<file path="config.mk">
export PLATFORM = sky130hd
export DESIGN_NAME = wdt_indep
export DESIGN_NICKNAME = d
export VERILOG_FILES = /design/src/rtl/wdt_pkg.sv /design/src/rtl/wdt_keyctl.sv /design/src/rtl/wdt_prescaler.sv /design/src/rtl/wdt_downcnt.sv /design/src/rtl/wdt_indep.sv
export SDC_FILE = /design/constraint.sdc
export NUM_CORES = 1
export LEC_CHECK = 0
export BUFFER_PORTS_ARGS = -buffer_cell sky130_fd_sc_hd__buf_4
export CORE_UTILIZATION = 52
export CTS_CLUSTER_DIAMETER = 200
export DETAILED_ROUTE_END_ITERATION = 10
export PLACE_DENSITY = 0.77
export SKIP_CTS_REPAIR_TIMING = 1
export SYNTH_ARGS = -nofsm -noshare
export SYNTH_HDL_FRONTEND = slang
export SYNTH_SLANG_ARGS = --single-unit
</file>
<file path="constraint.sdc">
create_clock -name clk -period 2.02 [get_ports clk]
set_input_delay 0.606 -clock clk [delete_from_list [all_inputs] [get_ports clk]]
set_output_delay 0.606 -clock clk [all_outputs]
set_load 0.01 [all_outputs]
</file>
<file path="src/rtl/wdt_pkg.sv">
package wdt_pkg;

    localparam int KEY_W = 16;

    localparam logic [KEY_W-1:0] KEY_UNLOCK  = 16'h5555;
    localparam logic [KEY_W-1:0] KEY_REFRESH = 16'hAAAA;
    localparam logic [KEY_W-1:0] KEY_START   = 16'hCCCC;

    typedef enum logic [1:0] {
        ADDR_KEY    = 2'd0,
        ADDR_PRESC  = 2'd1,
        ADDR_RELOAD = 2'd2,
        ADDR_STATUS = 2'd3
    } wdt_addr_e;

    // log2 of the divide ratio: prescaler field plus a base, clipped at a maximum
    function automatic int unsigned div_log2(input int unsigned prer,
                                             input int unsigned base_log,
                                             input int unsigned max_log);
        int unsigned lg;
        lg = prer + base_log;
        if (lg > max_log) lg = max_log;
        return lg;
    endfunction

endpackage

</file>
<file path="src/rtl/wdt_keyctl.sv">
module wdt_keyctl
    import wdt_pkg::*;
#(
    parameter int DATA_W   = 16,
    parameter int PRER_W   = 3,
    parameter int RELOAD_W = 12
) (
    input  logic                clk,
    input  logic                rst_n,
    input  logic                wr,
    input  logic [1:0]          addr,
    input  logic [DATA_W-1:0]   wdata,
    output logic                unlocked,
    output logic                running,
    output logic [PRER_W-1:0]   prer,
    output logic [RELOAD_W-1:0] reload,
    output logic                refresh,
    output logic                start_load
);

    typedef struct packed {
        logic                unlocked;
        logic                running;
        logic [PRER_W-1:0]   prer;
        logic [RELOAD_W-1:0] reload;
    } ctl_t;

    ctl_t ctl_d, ctl_q;
    logic key_wr;
    logic [KEY_W-1:0] key_val;

    assign key_wr  = wr && (addr == ADDR_KEY);
    assign key_val = KEY_W'(wdata);

    always_comb begin
        ctl_d      = ctl_q;
        refresh    = 1'b0;
        start_load = 1'b0;
        if (key_wr) begin
            // any key other than the unlock code closes configuration
            ctl_d.unlocked = (key_val == KEY_UNLOCK);
            if (key_val == KEY_REFRESH) begin
                refresh = 1'b1;
            end
            if (key_val == KEY_START) begin
                start_load    = !ctl_q.running;
                ctl_d.running = 1'b1;
            end
        end
        if (wr && ctl_q.unlocked && (addr == ADDR_PRESC)) begin
            ctl_d.prer = wdata[PRER_W-1:0];
        end
        if (wr && ctl_q.unlocked && (addr == ADDR_RELOAD)) begin
            ctl_d.reload = wdata[RELOAD_W-1:0];
        end
    end

    always_ff @(posedge clk or negedge rst_n) begin
        if (!rst_n) begin
            ctl_q.unlocked <= 1'b0;
            ctl_q.running  <= 1'b0;
            ctl_q.prer     <= '0;
            ctl_q.reload   <= '1;
        end else begin
            ctl_q <= ctl_d;
        end
    end

    assign unlocked = ctl_q.unlocked;
    assign running  = ctl_q.running;
    assign prer     = ctl_q.prer;
    assign reload   = ctl_q.reload;

endmodule

</file>
<file path="src/rtl/wdt_prescaler.sv">
module wdt_prescaler
    import wdt_pkg::*;
#(
    parameter int PRER_W   = 3,
    parameter int BASE_LOG = 2,
    parameter int MAX_LOG  = 8
) (
    input  logic              clk,
    input  logic              rst_n,
    input  logic              tick,
    input  logic              run,
    input  logic              clear,
    input  logic [PRER_W-1:0] prer,
    output logic              step
);

    localparam int PC_W       = MAX_LOG;
    localparam int NUM_RATIOS = 2 ** PRER_W;

    typedef struct packed {
        logic [PC_W-1:0] phase;
    } pre_t;

    pre_t pre_d, pre_q;
    logic [PC_W-1:0] limit;
    logic [PC_W-1:0] limit_tab [NUM_RATIOS];

    // one terminal-count value per prescaler code, fixed at elaboration
    for (genvar gi = 0; gi < NUM_RATIOS; gi++) begin : g_limit
        localparam int unsigned LG = div_log2(gi, BASE_LOG, MAX_LOG);
        assign limit_tab[gi] = PC_W'((64'd1 << LG) - 64'd1);
    end

    assign limit = limit_tab[prer];

    always_comb begin
        pre_d = pre_q;
        step  = 1'b0;
        if (clear) begin
            pre_d.phase = '0;
        end else if (run && tick) begin
            if (pre_q.phase >= limit) begin
                pre_d.phase = '0;
                step        = 1'b1;
            end else begin
                pre_d.phase = pre_q.phase + 1'b1;
            end
        end
    end

    always_ff @(posedge clk or negedge rst_n) begin
        if (!rst_n) begin
            pre_q.phase <= '0;
        end else begin
            pre_q <= pre_d;
        end
    end

endmodule

</file>
<file path="src/rtl/wdt_downcnt.sv">
module wdt_downcnt #(
    parameter int RELOAD_W = 12
) (
    input  logic                clk,
    input  logic                rst_n,
    input  logic                load,
    input  logic                step,
    input  logic [RELOAD_W-1:0] reload,
    output logic [RELOAD_W-1:0] count,
    output logic                expire
);

    typedef struct packed {
        logic [RELOAD_W-1:0] cnt;
        logic                req;
    } dc_t;

    dc_t dc_d, dc_q;

    always_comb begin
        dc_d     = dc_q;
        dc_d.req = 1'b0;
        if (load) begin
            dc_d.cnt = reload;
        end else if (step) begin
            // a count of 0 or 1 ends the period, so reload 0 acts as 1
            if (dc_q.cnt <= RELOAD_W'(1)) begin
                dc_d.req = 1'b1;
                dc_d.cnt = reload;
            end else begin
                dc_d.cnt = dc_q.cnt - 1'b1;
            end
        end
    end

    always_ff @(posedge clk or negedge rst_n) begin
        if (!rst_n) begin
            dc_q.cnt <= '1;
            dc_q.req <= 1'b0;
        end else begin
            dc_q <= dc_d;
        end
    end

    assign count  = dc_q.cnt;
    assign expire = dc_q.req;

endmodule

</file>
<file path="src/rtl/wdt_indep.sv">
module wdt_indep
    import wdt_pkg::*;
#(
    parameter int DATA_W   = 16,
    parameter int PRER_W   = 3,
    parameter int RELOAD_W = 12,
    parameter int BASE_LOG = 2,
    parameter int MAX_LOG  = 8
) (
    input  logic              clk,
    input  logic              rst_n,
    input  logic              tick,
    input  logic              reg_wr,
    input  logic [1:0]        reg_addr,
    input  logic [DATA_W-1:0] reg_wdata,
    output logic [DATA_W-1:0] reg_rdata,
    output logic              wdt_reset_req
);

    localparam int RUN_BIT  = DATA_W - 1;
    localparam int OPEN_BIT = DATA_W - 2;

    logic                key_unlocked;
    logic                wdt_running;
    logic [PRER_W-1:0]   cfg_prer;
    logic [RELOAD_W-1:0] cfg_reload;
    logic                key_refresh;
    logic                key_start;
    logic                cnt_load;
    logic                pre_step;
    logic [RELOAD_W-1:0] cnt_val;

    wdt_keyctl #(
        .DATA_W  (DATA_W),
        .PRER_W  (PRER_W),
        .RELOAD_W(RELOAD_W)
    ) u_keyctl (
        .clk       (clk),
        .rst_n     (rst_n),
        .wr        (reg_wr),
        .addr      (reg_addr),
        .wdata     (reg_wdata),
        .unlocked  (key_unlocked),
        .running   (wdt_running),
        .prer      (cfg_prer),
        .reload    (cfg_reload),
        .refresh   (key_refresh),
        .start_load(key_start)
    );

    assign cnt_load = key_refresh | key_start;

    wdt_prescaler #(
        .PRER_W  (PRER_W),
        .BASE_LOG(BASE_LOG),
        .MAX_LOG (MAX_LOG)
    ) u_prescaler (
        .clk  (clk),
        .rst_n(rst_n),
        .tick (tick),
        .run  (wdt_running),
        .clear(cnt_load),
        .prer (cfg_prer),
        .step (pre_step)
    );

    wdt_downcnt #(
        .RELOAD_W(RELOAD_W)
    ) u_downcnt (
        .clk   (clk),
        .rst_n (rst_n),
        .load  (cnt_load),
        .step  (pre_step),
        .reload(cfg_reload),
        .count (cnt_val),
        .expire(wdt_reset_req)
    );

    always_comb begin
        reg_rdata = '0;
        case (reg_addr)
            ADDR_PRESC:  reg_rdata[PRER_W-1:0]   = cfg_prer;
            ADDR_RELOAD: reg_rdata[RELOAD_W-1:0] = cfg_reload;
            ADDR_STATUS: begin
                reg_rdata[RELOAD_W-1:0] = cnt_val;
                reg_rdata[OPEN_BIT]     = key_unlocked;
                reg_rdata[RUN_BIT]      = wdt_running;
            end
            default:     reg_rdata = '0;
        endcase
    end

endmodule

</file>
# Yosys cells after proc, flatten, opt, wreduce, memory -nomap -nowiden
# Memory sizes are Yosys's and may differ from the RTL's.
# Index checks and enable logic that the tools add are counted.
[totals]
regBits = 38
latchBits = 0
ramBits = 0
romBits = 64
input_bits = 22
out_inout_bits = 17
elab_cells = 51
memories = 1
[op_classes]
add_sub_neg = 2
mul = 0
div_mod_pow = 0
magnitude_cmp = 3
eq_ne = 6
n_shift = 0
muxes = 20
n_bitwise = 2
reduce_logical = 10
[mem_list]
columns = ["memory", "words", "width", "read_ports", "rd_clocked_by_memory_dff", "write_ports", "line_no", "rtl"]
rows = [
  ["(no name shown)", 8, 8, 1, 0, 0, "wdt_prescaler.sv:34", "assign limit = limit_tab[prer];"],
]
[op_table]
columns = ["operator", "count"]
rows = [
  ["$mux W8", 5],
  ["$eq A16 B16 Y1 const B", 2],
  ["$mux W12", 2],
  ["$pmux W9 S2", 1],
  ["$eq A16 B15 Y1 const B", 1],
  ["$mux W13", 1],
  ["$le A12 B1 Y1 const B", 1],
  ["$sub A12 B1 Y12 const B", 1],
  ["$mux W1", 9],
  ["$pmux W3 S3", 1],
  ["$add A8 B1 Y8 const B", 1],
  ["$ge A8 B8 Y1", 1],
  ["$logic_and A1 B1 Y1", 5],
  ["$eq A2 B2 Y1 const B", 2],
  ["$ge A4 B4 Y1 const B", 1],
  ["$not A3 Y4", 1],
  ["$reduce_bool A2 Y1", 2],
  ["$eq A2 B1 Y1 const B", 1],
  ["$logic_not A2 Y1", 1],
  ["$mux W2", 1],
  ["$reduce_and A2 Y1", 1],
  ["$logic_not A1 Y1", 1],
  ["$or A1 B1 Y1", 1],
]

# Logic depth before layout (Yosys ltp)
[logic_depth]
depth_word = 10
mapped_depth = 8
ltp_nobuf = 7

# By module
# From an unflattened synthesis, not the netlist that was laid out.
[hier_totals]
cells_unflattened = 269
area_unflattened_um2 = 2717.6
[by_module_without_submodules]
columns = ["module", "n_inst", "cells_each", "area_each_um2", "seq_area_each_um2"]
rows = [
  ["wdt_downcnt", 1, 117, 1039.7, 340.3],
  ["wdt_keyctl", 1, 53, 787.0, 440.4],
  ["wdt_prescaler", 1, 65, 614.3, 200.2],
  ["wdt_indep", 1, 34, 276.5, 0.0],
]

# Least setup slack after synthesis
# Ideal clock, no wire load.
[synth_timing]
path_kind = "input to output"
startpoint = "in reg_addr[0]"
endpoint = "out reg_rdata[10]"
arrival_time_ns = 1.458
slack_ns = -0.044
stages = 4
path_buffers = 2
cell_sequence = "buf_2 -> buf_1 -> mux2i_1 -> nor2b_1"
[synth_between]
elab_chain_cells = 2
word_cells_on_any_way = 3
[synth_rtl]
columns = ["element", "line_no", "rtl"]
rows = [
  ["from (decl)", "wdt_indep.sv:14", "input logic [1:0] reg_addr,"],
  ["$eq A2 B2 Y1", "wdt_indep.sv:81", "case (reg_addr)"],
  ["$pmux W9 S2 (*)", "wdt_indep.sv:81", ""],
  ["to (decl)", "wdt_indep.sv:16", "output logic [DATA_W-1:0] reg_rdata,"],
]
# Mark *: on every way between the ends. The rest lies on a longest branch, timed or not.

# Worst setup path in the final report
[layout_timing]
startpoint = "reg u_keyctl.prer[1] (netlist name)"
endpoint = "reg u_downcnt.dc_q, in the netlist u_downcnt.count[5]"
[layout_between]
elab_chain_cells = 9
[layout_rtl]
columns = ["element", "line_no", "rtl"]
rows = [
  ["$not A3 Y4 (implied by the code)", "wdt_prescaler.sv:34", ""],
  ["$mem_v2 Z8 W8", "--", ""],
  ["$mux W8 (implied by the code) (2 in series)", "wdt_prescaler.sv:34", ""],
  ["$ge A8 B8 Y1", "wdt_prescaler.sv:42", "if (pre_q.phase >= limit) begin"],
  ["$mux W1", "wdt_prescaler.sv:42", ""],
  ["$mux W1", "wdt_prescaler.sv:41", "end else if (run && tick) begin"],
  ["$mux W1", "wdt_prescaler.sv:39", "if (clear) begin"],
  ["$reduce_bool A2 Y1 (no line)", "--", ""],
  ["to (decl)", "wdt_downcnt.sv:18", "dc_t dc_d, dc_q;"],
]
# Every way passes these cells. The select of a mux whose other input is x is not followed.
# A chain may end at the register's enable or synchronous reset.

==> impl_metrics.env <==
export IMPL_finalHoldViolations=0
export IMPL_postPlaceCellArea_mm2=0.003189
export IMPL_hpwl_mm=5.333
export IMPL_drive_above_1_share_pct=46.49
export IMPL_fin_ws_ns=-0.1944
export IMPL_cp_max_fo=7
export IMPL_p_sw_w=0.0003315
export IMPL_grt_usage_pct=28.30
export IMPL_place_ws_ns=-0.2228
export IMPL_drv_slew=0
export IMPL_cts_htree_levels=2
export IMPL_hold_path_class="primary input to asynchronous set/reset pin"
export IMPL_synth_seq_cells=38
export IMPL_setup_viol=21
export IMPL_ant_nets=0
export IMPL_seq_power_share_pct=55.1
export IMPL_grt_ovfl_total=0
export IMPL_synth_top_area_share_pct=24.13
export IMPL_clock_sinks=38
export IMPL_firstDrtPassIters=6
export IMPL_die_area_mm2=0.005314
export IMPL_static_leakage_power_nw=1.522
export IMPL_internal_power_w=0.001055
export IMPL_synth_cell_types=58
export IMPL_swShare_pct=23.91
export IMPL_max_freq_ghz=0.4516
export IMPL_drc=0
export IMPL_worstSetupPathType="register to register"
export IMPL_synth_area_leader_cell="dfstp_2"
export IMPL_status="finished, violations left"
export IMPL_port_buffers=36
export IMPL_endpoint_kind="register"
export IMPL_powerDensity_mw_per_mm2=393.0
export IMPL_seq_area_frac_synth_pct=37.53
export IMPL_reg2reg_to="u_downcnt.count[5]"
export IMPL_fin_setup_tns_ns=-2.355
export IMPL_nets=372
export IMPL_synth_edf_count=0
export IMPL_synthCells=268
export IMPL_post_drt_via_cell_ratio=6.333
export IMPL_grt_pass1_vias=2420
export IMPL_reg2reg_depth=8
export IMPL_rr_startpoint="u_keyctl.prer[1]"
export IMPL_cts_buffer_depth=2
export IMPL_dp_cells=396
export IMPL_antenna_cells=0
export IMPL_grt_pass1_wl_mm=11.34
export IMPL_crit_required_ns=2.24
export IMPL_synthArstFlopShare_pct=100.0
export IMPL_synth_area_mm2=0.002614
export IMPL_fin_area_mm2=0.003527
export IMPL_max_cap_violations=0
export IMPL_cts_made_buffers=5
export IMPL_comb_power_share_pct=7.4
export IMPL_io_pins=39
export IMPL_ir_drop_mv=0.3604
export IMPL_die_h_um=72.90
export IMPL_root_buffer="clkbuf_8"
export IMPL_startpoint_type="register"
export IMPL_syn2layout_area_growth_pct=34.94
export IMPL_wl_mm=7.920
export IMPL_period_minus_slack_ns=2.214
export IMPL_yosys_most_used_dff="dfstp_2"
export IMPL_hold_slack_ns=0.2731
export IMPL_final_cells=409
export IMPL_synth_area_top_cells="dfstp_2, dfrtp_1, ha_1, mux2_1, mux2i_1"
export IMPL_initial_core_util_pct=54.61
export IMPL_cts_clk_slew_worst_paths_ns=0.08
export IMPL_violations="setup timing"
export IMPL_rows=25
export IMPL_clkPwrFrac_pct=37.6
export IMPL_coreArea_mm2=0.004786
export IMPL_cts_tree="built"
export IMPL_drtIter0Drc=194
export IMPL_fin_crit_sh_pct=109.6
export IMPL_antenna_found_initial=0
export IMPL_skew_ns=0.004778
export IMPL_die_w_um=72.90
export IMPL_rsz0062_at_grt="yes"
export IMPL_dr_total_vias=2590
export IMPL_grt_max_degree=39
export IMPL_yosys_warnings=0
export IMPL_num_fill_cells=332
export IMPL_worstSkewPairLatency_ns=0.29
export IMPL_cp_arrival_ns=2.43
export IMPL_place_congestion=0.8522
export IMPL_wl_per_cell_um=19.36
export IMPL_syn_area_per_cell_um2=9.753
export IMPL_rrSetupSlack_ns=-0.19
## cell families (layout without fill, tap and decap cells)
kind of cell / after synthesis / in the layout / synth area share [%]
AOI/OAI and AO/OA: 72 / 72 / 19.96
adders and majority gates: 9 / 9 / 4.308
buffers and inverters: 20 / 93 / 3.925
DFF: 38 / 38 / 37.53
muxes: 27 / 27 / 11.15
other: 1 / 2 / 0.1435
and+or+nand+nor: 101 / 101 / 22.98
## final cells by class
| type | count | area [µm²] | area share [%] |
|---|---|---|---|
| clock buffer | 6 | 72.57 | 2.057 |
| clock inverter | 2 | 10.01 | 0.2838 |
| inverter | 6 | 22.52 | 0.6385 |
| multi-input combinational | 211 | 1720 | 48.78 |
| sequential | 38 | 984.7 | 27.92 |
| tap | 67 | 83.83 | 2.377 |
| timing repair buffer | 79 | 633.1 | 17.95 |
## sequential cells by signal, summed over array words and instances, names as in the netlist
signal / count
u_downcnt.count: 12
u_downcnt.expire: 1
u_keyctl.prer: 3
u_keyctl.reload: 12
u_keyctl.running: 1
u_keyctl.unlocked: 1
u_prescaler.pre_q: 8
## power by group through the flow
stage	Sequential [W]	Clock, W	Combinational [W]
after floorplan	0.000776	0	0.0000338
after global placement	0.000776	0	0.000100
after detailed placement	0.000776	0	0.000102
after CTS	0.000763	0.000518	0.000102
after global routing	0.000763	0.000548	0.000111
final	0.000763	0.000521	0.000102
## routing by layer
layer / part of all wire, % / track usage, % / routed length, µm / vias up
li1: - / - / - / 1171
met1: 42 / 37.48 / 3329 / 1267
met2: 49 / 46.21 / 3899 / 127
met3: 6.4 / 6.354 / 504 / 25
met4: 2.3 / 8.932 / 186 / 0
met5: 0 / 0 / 0 / -
## cell usage after synthesis (2+ instances only)
cell,number
a211oi_2,2
nand2_1,17
nor4_1,2
nand3_1,12
o21ai_1,3
mux2i_1,10
o2111ai_1,2
and2_1,2
dfstp_2,24
dfrtp_1,14
nor2_1,13
buf_6,2
o22ai_1,5
mux2_2,8
o21ai_0,8
o32ai_1,2
nor3_1,13
a211o_1,2
o31ai_1,2
buf_4,3
nor2b_1,10
ha_1,9
a22o_1,4
a2bb2oi_1,9
a22oi_1,6
clkbuf_1,6
nand3b_1,5
a21oi_1,15
o21bai_1,2
nor4bb_1,4
mux2_1,9
buf_1,2
and3_1,4
inv_1,6
nand4_1,6
nand4bb_1,3
## worst max path at each step
stage | startpoint | endpoint | slack [ns] | cells past startpoint
CTS | u_keyctl.prer[2] | u_downcnt.count[9] | -0.26 | 8
global route | u_keyctl.prer[2] | u_prescaler.pre_q[7] | -0.27 | 9
detailed placement | u_keyctl.prer[2] | u_downcnt.count[9] | -0.22 | 8
finish | u_keyctl.prer[1] | u_downcnt.count[5] | -0.19 | 8
floorplan | reg_addr[0] | u_downcnt.count[11] | 0.02 | 7
global placement | u_keyctl.prer[2] | u_downcnt.count[11] | -0.08 | 8
## through the flow
stage	power, W	util (%)
after floorplan	0.0008099	-
after global placement	0.0008762	66.64
after detailed placement	0.0008780	66.64
after CTS	0.001383	68.37
after global routing	0.001423	73.70
final	0.001386	73.70
## layout by cell type (no fill, tap or decap), types with 7 or more instances in the layout
cell type,Yosys,routed
buf_4,3,73
dfstp_2,24,24
nand2_1,17,16
nor3_1,13,12
nand3_1,12,11
dfrtp_1,14,11
nor2b_1,10,10
mux2i_1,10,10
a21oi_1,15,9
nor2_1,13,9
mux2_1,9,9
mux2_2,8,8
ha_1,9,7
## critical path: stages (launching register included)
cell       delay (ns)
dfrtp_2          0.47
o21ai_2          0.07
ha_1             0.32
nand4_1          0.25
a211oi_2         0.36
nor2_2           0.08
buf_4            0.18
o32ai_1          0.30
a2bb2oi_1        0.11
(Power assumes the default switching activity.)
